[src/rtl/bar_win_pkg.sv]
package bar_win_pkg;

  // Command-register bit positions decoded by this block.
  localparam int CMD_IO_BIT  = 0;
  localparam int CMD_MEM_BIT = 1;
  // Enable bit inside the expansion-ROM base register.
  localparam int ROM_EN_BIT  = 0;

  // Strobes from control to datapath.
  typedef struct packed {
    logic commit;   // load candidate window state into the held state
  } win_strobe_t;

endpackage

[src/rtl/bar_win_dp.sv]
module bar_win_dp
  import bar_win_pkg::*;
#(
  parameter int NUM_REGIONS   = 7,
  parameter int ADDR_W        = 32,
  parameter int LOG2_W        = 5,
  parameter logic [NUM_REGIONS*LOG2_W-1:0] SIZE_LOG2 = '0,
  parameter logic [NUM_REGIONS-1:0] IS_IO = '0,
  parameter bit   HAS_ROM       = 1'b1,
  parameter int   IO_SPACE_LOG2 = 16,
  parameter int   IDX_W         = 3
) (
  input  logic                          clk,
  input  logic                          rstN,
  input  logic [1:0]                    cmdSpaceEn,
  input  logic [NUM_REGIONS*ADDR_W-1:0] barFlat,
  input  win_strobe_t                   strobe,
  input  logic [ADDR_W-1:0]             txnAddr,
  input  logic                          txnIsIo,
  output logic [NUM_REGIONS-1:0]        candValid,
  output logic [NUM_REGIONS*ADDR_W-1:0] candBase,
  output logic [NUM_REGIONS-1:0]        curValid,
  output logic [NUM_REGIONS*ADDR_W-1:0] curBase,
  output logic                          hit,
  output logic [IDX_W-1:0]              hitIdx
);

  localparam logic [ADDR_W:0] IO_LIMIT = (ADDR_W+1)'(1) << IO_SPACE_LOG2;

  logic [NUM_REGIONS-1:0] match;

  for (genvar i = 0; i < NUM_REGIONS; i++) begin : g_region
    localparam int  L       = int'(SIZE_LOG2[i*LOG2_W +: LOG2_W]);
    localparam bit  PRESENT = (L != 0);
    localparam bit  ISIO    = IS_IO[i];
    localparam bit  ISROM   = HAS_ROM && (i == NUM_REGIONS-1);
    localparam logic [ADDR_W-1:0] LOWMASK = (ADDR_W'(1) << L) - ADDR_W'(1);

    logic [ADDR_W-1:0] barVal;
    logic [ADDR_W-1:0] aligned;
    logic [ADDR_W:0]   lastAddr;
    logic              wraps;
    logic              spaceOk;
    logic              limitOk;

    assign barVal   = barFlat[i*ADDR_W +: ADDR_W];
    assign aligned  = barVal & ~LOWMASK;
    assign lastAddr = {1'b0, aligned} + {1'b0, LOWMASK};
    assign wraps    = lastAddr[ADDR_W];

    if (ISIO) begin : g_io
      assign spaceOk = cmdSpaceEn[CMD_IO_BIT];
      assign limitOk = (lastAddr < IO_LIMIT);
    end else begin : g_mem
      assign spaceOk = cmdSpaceEn[CMD_MEM_BIT] && (!ISROM || barVal[ROM_EN_BIT]);
      assign limitOk = (lastAddr[ADDR_W-1:0] != '1);
    end

    assign candValid[i] = PRESENT && spaceOk && limitOk && !wraps && (aligned != '0);
    assign candBase[i*ADDR_W +: ADDR_W] = candValid[i] ? aligned : '0;

    assign match[i] = curValid[i] && (txnIsIo == ISIO) &&
                      ((txnAddr & ~LOWMASK) == curBase[i*ADDR_W +: ADDR_W]);

    // an open IO window implies the IO enable was set at the last load
    if (ISIO) begin : g_chk_io
      a_r1_io_enable: assert property (@(posedge clk) disable iff (!rstN)
        curValid[i] |-> $past(cmdSpaceEn[CMD_IO_BIT]));
      // an open IO window ends below the IO space limit
      a_r3_io_limit: assert property (@(posedge clk) disable iff (!rstN)
        curValid[i] |-> (({1'b0, curBase[i*ADDR_W +: ADDR_W]} + {1'b0, LOWMASK}) < IO_LIMIT));
    end else begin : g_chk_mem
      a_r1_mem_enable: assert property (@(posedge clk) disable iff (!rstN)
        curValid[i] |-> $past(cmdSpaceEn[CMD_MEM_BIT]));
    end
    if (ISROM) begin : g_chk_rom
      // open ROM window implies its enable bit was set
      a_r5_rom_enable: assert property (@(posedge clk) disable iff (!rstN)
        curValid[i] |-> $past(barVal[ROM_EN_BIT]));
    end
  end

  // Held window state
  always_ff @(posedge clk or negedge rstN) begin
    if (!rstN) begin
      curValid <= '0;
      curBase  <= '0;
    end else if (strobe.commit) begin
      curValid <= candValid;
      curBase  <= candBase;
    end
  end

  // Priority decode: lowest index wins
  always_comb begin
    hit    = 1'b0;
    hitIdx = '0;
    for (int i = NUM_REGIONS-1; i >= 0; i--) begin
      if (match[i]) begin
        hit    = 1'b1;
        hitIdx = IDX_W'(i);
      end
    end
  end

  // a reported hit always names an open region
  a_r10_hit_open: assert property (@(posedge clk) disable iff (!rstN)
    hit |-> curValid[hitIdx]);

endmodule

[src/rtl/bar_win_ctl.sv]
module bar_win_ctl
  import bar_win_pkg::*;
#(
  parameter int NUM_REGIONS = 7,
  parameter int ADDR_W      = 32
) (
  input  logic                          clk,
  input  logic                          rstN,
  input  logic [NUM_REGIONS-1:0]        candValid,
  input  logic [NUM_REGIONS*ADDR_W-1:0] candBase,
  input  logic [NUM_REGIONS-1:0]        curValid,
  input  logic [NUM_REGIONS*ADDR_W-1:0] curBase,
  output win_strobe_t                   strobe,
  output logic [NUM_REGIONS-1:0]        remap
);

  logic [NUM_REGIONS-1:0] changed;

  for (genvar i = 0; i < NUM_REGIONS; i++) begin : g_cmp
    assign changed[i] = (candValid[i] != curValid[i]) ||
                        (candBase[i*ADDR_W +: ADDR_W] != curBase[i*ADDR_W +: ADDR_W]);
  end

  assign strobe.commit = |changed;

  always_ff @(posedge clk or negedge rstN) begin
    if (!rstN) remap <= '0;
    else       remap <= changed;
  end

  // any movement of held validity comes with a remap pulse
  a_r9_remap_on_move: assert property (@(posedge clk) disable iff (!rstN)
    !$stable(curValid) |-> (remap != '0));

endmodule

[src/rtl/bar_window_decoder.sv]
module bar_window_decoder
  import bar_win_pkg::*;
#(
  parameter int NUM_REGIONS   = 7,
  parameter int ADDR_W        = 32,
  parameter int LOG2_W        = 5,
  // log2 of each region's size, region 0 in the low bits; 0 = not implemented
  parameter logic [NUM_REGIONS*LOG2_W-1:0] SIZE_LOG2 =
    {5'd16, 5'd0, 5'd8, 5'd0, 5'd20, 5'd12, 5'd5},
  parameter logic [NUM_REGIONS-1:0] IS_IO = 7'b0010001,
  parameter bit   HAS_ROM       = 1'b1,
  parameter int   IO_SPACE_LOG2 = 16
) (
  input  logic                          clk,
  input  logic                          rstN,
  input  logic [1:0]                    cmdSpaceEn,
  input  logic [NUM_REGIONS*ADDR_W-1:0] barFlat,
  input  logic [ADDR_W-1:0]             txnAddr,
  input  logic                          txnIsIo,
  output logic [NUM_REGIONS-1:0]        winValid,
  output logic [NUM_REGIONS*ADDR_W-1:0] winBase,
  output logic [NUM_REGIONS-1:0]        remap,
  output logic                          hit,
  output logic [$clog2(NUM_REGIONS)-1:0] hitIdx
);

  localparam int IDX_W = $clog2(NUM_REGIONS);

  win_strobe_t                   strobe;
  logic [NUM_REGIONS-1:0]        candValid;
  logic [NUM_REGIONS*ADDR_W-1:0] candBase;

  bar_win_ctl #(
    .NUM_REGIONS(NUM_REGIONS),
    .ADDR_W     (ADDR_W)
  ) u_ctl (
    .clk      (clk),
    .rstN     (rstN),
    .candValid(candValid),
    .candBase (candBase),
    .curValid (winValid),
    .curBase  (winBase),
    .strobe   (strobe),
    .remap    (remap)
  );

  bar_win_dp #(
    .NUM_REGIONS  (NUM_REGIONS),
    .ADDR_W       (ADDR_W),
    .LOG2_W       (LOG2_W),
    .SIZE_LOG2    (SIZE_LOG2),
    .IS_IO        (IS_IO),
    .HAS_ROM      (HAS_ROM),
    .IO_SPACE_LOG2(IO_SPACE_LOG2),
    .IDX_W        (IDX_W)
  ) u_dp (
    .clk       (clk),
    .rstN      (rstN),
    .cmdSpaceEn(cmdSpaceEn),
    .barFlat   (barFlat),
    .strobe    (strobe),
    .txnAddr   (txnAddr),
    .txnIsIo   (txnIsIo),
    .candValid (candValid),
    .candBase  (candBase),
    .curValid  (winValid),
    .curBase   (winBase),
    .hit       (hit),
    .hitIdx    (hitIdx)
  );

endmodule

[config.mk]
export PLATFORM = sky130hd
export DESIGN_NAME = bar_window_decoder
export DESIGN_NICKNAME = d
export VERILOG_FILES = /design/src/rtl/bar_win_pkg.sv /design/src/rtl/bar_win_dp.sv /design/src/rtl/bar_win_ctl.sv /design/src/rtl/bar_window_decoder.sv
export SDC_FILE = /design/constraint.sdc
export NUM_CORES = 1
export LEC_CHECK = 0
export BUFFER_PORTS_ARGS = -buffer_cell sky130_fd_sc_hd__buf_4
export CELL_PAD_IN_SITES_DETAIL_PLACEMENT = 1
export CELL_PAD_IN_SITES_GLOBAL_PLACEMENT = 1
export CORE_AREA = 2 2 197 199
export DETAILED_ROUTE_END_ITERATION = 8
export DIE_AREA = 0 0 199 201
export PLACE_DENSITY_LB_ADDON = 0.1
export SYNTH_ARGS = -nofsm -noshare
export SYNTH_HDL_FRONTEND = slang
export SYNTH_SLANG_ARGS = --single-unit
[constraint.sdc]
create_clock -name clk -period 2.8 [get_ports clk]
set_input_delay 0.56 -clock clk [delete_from_list [all_inputs] [get_ports clk]]
set_output_delay 0.56 -clock clk [all_outputs]
set_load 0.02 [all_outputs]
==> impl_metrics.py <==
metrics = {
    "flow_run": {
        "maxCapViolCount": 0,
    },
    "critical_path": {
        "crit_slowest_cell": "dfrtp_1",
        "worstSetupStartpointType": "register",
        "critical-path-top-delay-family": "simple AND/OR/NAND/NOR gates",
        "criticalPathCategory": "register to output port",
        "crit_path_end_kind": "output port",
        "cp_max_fo": 4,
        "path_cells": "xor2_1 -> nor4_1 -> nand4_1 -> o22ai_1 -> buf_4 -> nor2b_4 -> and2_4 -> buf_6",
        "critPathBufInv": 2,
        "cp.arrival_ns": 2.18,
        "slowest_delay_ns": 0.47,
        "required_ns": 2.24,
    },
    "worst_hold_path": {
        "hold_path_class": "input port to async pin",
    },
    "clock_tree": {
        "clockBufferDepth": 2,
        "cts_sinks": 109,
        "clkTransAtPathRegs_ns": 0.08,
        "cts_tree": "yes",
        "clock_latency_ns": 0.38,
        "cts_root_buf": "clkbuf_16",
        "cts_buffers": 9,
        "htreeDepth": 3,
    },
    "route": {
        "wl_um": 30500,
        "vias_per_cell": 3.97,
        "drcViolationCount": 0,
        "dr_total_vias": 6297,
        "dr.first_iter.drc_count": 180,
        "wl_per_cell_um": 19.3,
        "firstDrtPassIters": 4,
        "antenna_left": 0,
    },
    "timing": {
        "finalHoldWorstSlack_ns": 0.0837,
        "rsz0062_at_grt": "yes",
        "max_clock_freq_mhz": 365,
        "min_period_ns": 2.74,
        "tightestPinTransition_ns": 0.680,
        "hold_viol_final": 0,
        "setup_viol_count_final": 0,
        "post-route-period-util": 0.978,
        "report.final.slew_viol_count": 0,
        "clock_skew_ns": 0.0105,
        "slew_headroom": 0.541,
    },
    "yosys": {
        "synth_seq_area_share": 0.381,
        "yosysMostFrequentCell": "buf_4",
        "synth_top_cells_by_count": "129 x buf_4, 109 x dfrtp_1, 81 x xor2_1",
        "synth.distinct_cells": 65,
        "yosysTopAreaCell": "dfrtp_1",
        "synth-edff-count": 0,
        "ys_ff_latch": 109,
        "synth_top_area_frac": 0.381,
        "netlist_instances": 744,
        "synth_area_per_cell_sq_um": 9.62,
        "yosys_warnings": 0,
        "ys.flop_type": "dfrtp_1",
        "synthTopCellsByArea": "dfrtp_1 38%, buf_4 14%, xor2_1 9.9%, xnor2_1 6.6%, nor4_1 3.5%",
        "ys_async_sr_fraction": 1.00,
        "netlist_area_sq_um": 7160,
    },
    "global_route": {
        "met3_usage": 0.0265,
        "grt_max_degree": 70,
        "gr-total-overflow": 0,
        "grt_pass1_vias": 6452,
        "met1_usage": 0.210,
        "grt_pass1_wl_um": 44100,
        "grt.busiest_layer": "met2",
        "grt_use_total": 0.152,
        "antenna_found_initial": 0,
        "grtUsageMet2": 0.246,
    },
    "placement": {
        "dpl_cell_area_sq_um": 9560,
        "io_buffers": 244,
        "place_congestion": 0.741,
        "dpl.hpwl_um": 25000,
    },
    "floorplan": {
        "io_pins": 503,
        "core_area_sq_um": 38100,
        "rows": 72,
        "die_area_sq_um": 40000,
        "start_util": 0.188,
        "die_h_um": 201,
        "die_w_um": 199,
    },
    "cells_and_area": {
        "final_area_sq_um": 9990,
        "drive_gt1_frac": 0.328,
        "area_growth_pct": 39.6,
        "nets": 1323,
        "diodes": 0,
        "fillers": 4514,
    },
    "power": {
        "power.leakage_uw": 0.00478,
        "peakVddDrop_mv": 0.289,
        "power_density_nw_per_um2": 416,
    },
    "run_status": {
        "outcome": "completed",
    },
}
-- logic make-up (layout without fill, tap and decap cells) --
kind of cell    count (synthesis)  after routing  synth area share
compound gates                 75             75            0.0794
xor+xnor                      135            135             0.165
simple gates                  255            255             0.214
flops                         109            109             0.381
other cells                     1            161          0.000524
buf+inv                       165            328             0.154
mux                             4              4           0.00577
-- layer usage --
layer  share of wire  vias to the layer above
li1                -                     2971
met1            0.46                     3070
met2            0.47                      239
met3           0.052                       17
met4           0.013                        0
met5               0                        -
-- placed cells by master (no fill, tap or decap), types with 17 or more instances in the layout --
master and count:
buf_4 291, xor2_1 81, xnor2_1 53, nor4_1 37, dfrtp_1 100, and3_1 20
conb_1 161, inv_1 17, nand4_1 27, and2_1 35, nor2_1 38
-- worst register-to-register path, cell delays in order, from the launching register on --
cell and delay, ns:
dfrtp_1 0.41, buf_4 0.16, o22ai_1 0.08, o41ai_1 0.39
mux2_2 0.22, nand4_1 0.09, or4_1 0.56
-- worst paths after layout --
check                      depth (start not counted)                            end                           from  slack, ns
setup / recovery                                   8                      hitIdx[2]   u_dp.curBase[49]$_DFFE_PN0P_       0.06
hold / removal                                     1   u_dp.curBase[60]$_DFFE_PN0P_                           rstN       0.08
setup reg to reg                                   6       u_ctl.remap[1]$_DFF_PN0_   u_dp.curBase[44]$_DFFE_PN0P_       0.75
hold reg to reg                                    2       u_ctl.remap[4]$_DFF_PN0_  u_dp.curBase[140]$_DFFE_PN0P_       0.64
max in group asynchronous                          2  u_dp.curBase[141]$_DFFE_PN0P_                           rstN       1.97
min in group clk                                   2   u_dp.curBase[60]$_DFFE_PN0P_                    barFlat[60]       0.42
-- flip-flops by register name, indices dropped and copies added, names as in the netlist --
register       count
u_dp.curValid      5
u_ctl.remap        5
u_dp.curBase      99
-- what timing repair did --
item / CTS / global route
cloned: 0 / 0
resized for setup: 14 / 9
endpoints found under the setup margin: 3 / 3
hold buffers: 0 / 0
pin swaps: 7 / 6
setup buffers: 4 / 2
-- report_power, final --
group / total, uW / internal, uW / switching, uW / leakage, uW
registers: 1730 / 1630 / 96.5 / 0.00136
logic: 994 / 398 / 597 / 0.00327
clock network: 1430 / 713 / 718 / 0.000150
-- per-stage QoR --
step,utilization,std cells,total power [uW],setup TNS (ns),worst slack [ns]
floorplan,-,904,2360,0,0.307
global placement,0.251,1563,2760,-0.202,-0.0841
detailed placement,0.251,1563,2760,-0.160,-0.0790
CTS,0.261,1583,4240,0,0.00286
global route,0.262,1585,4390,-0.0788,-0.0788
finish,0.262,1585,4150,0,0.0605
-- layout make-up --
cell class | instances | area [sq um] | share of cell area
clock inverters | 7 | 82.6 | 0.00827
flip-flops and latches | 109 | 2740 | 0.274
inverters | 17 | 63.8 | 0.00639
well taps | 518 | 648 | 0.0649
multi-input cells | 630 | 3990 | 0.399
clock buffers | 9 | 225 | 0.0225
repair buffers | 295 | 2250 | 0.225
(Power assumes the default switching activity.)
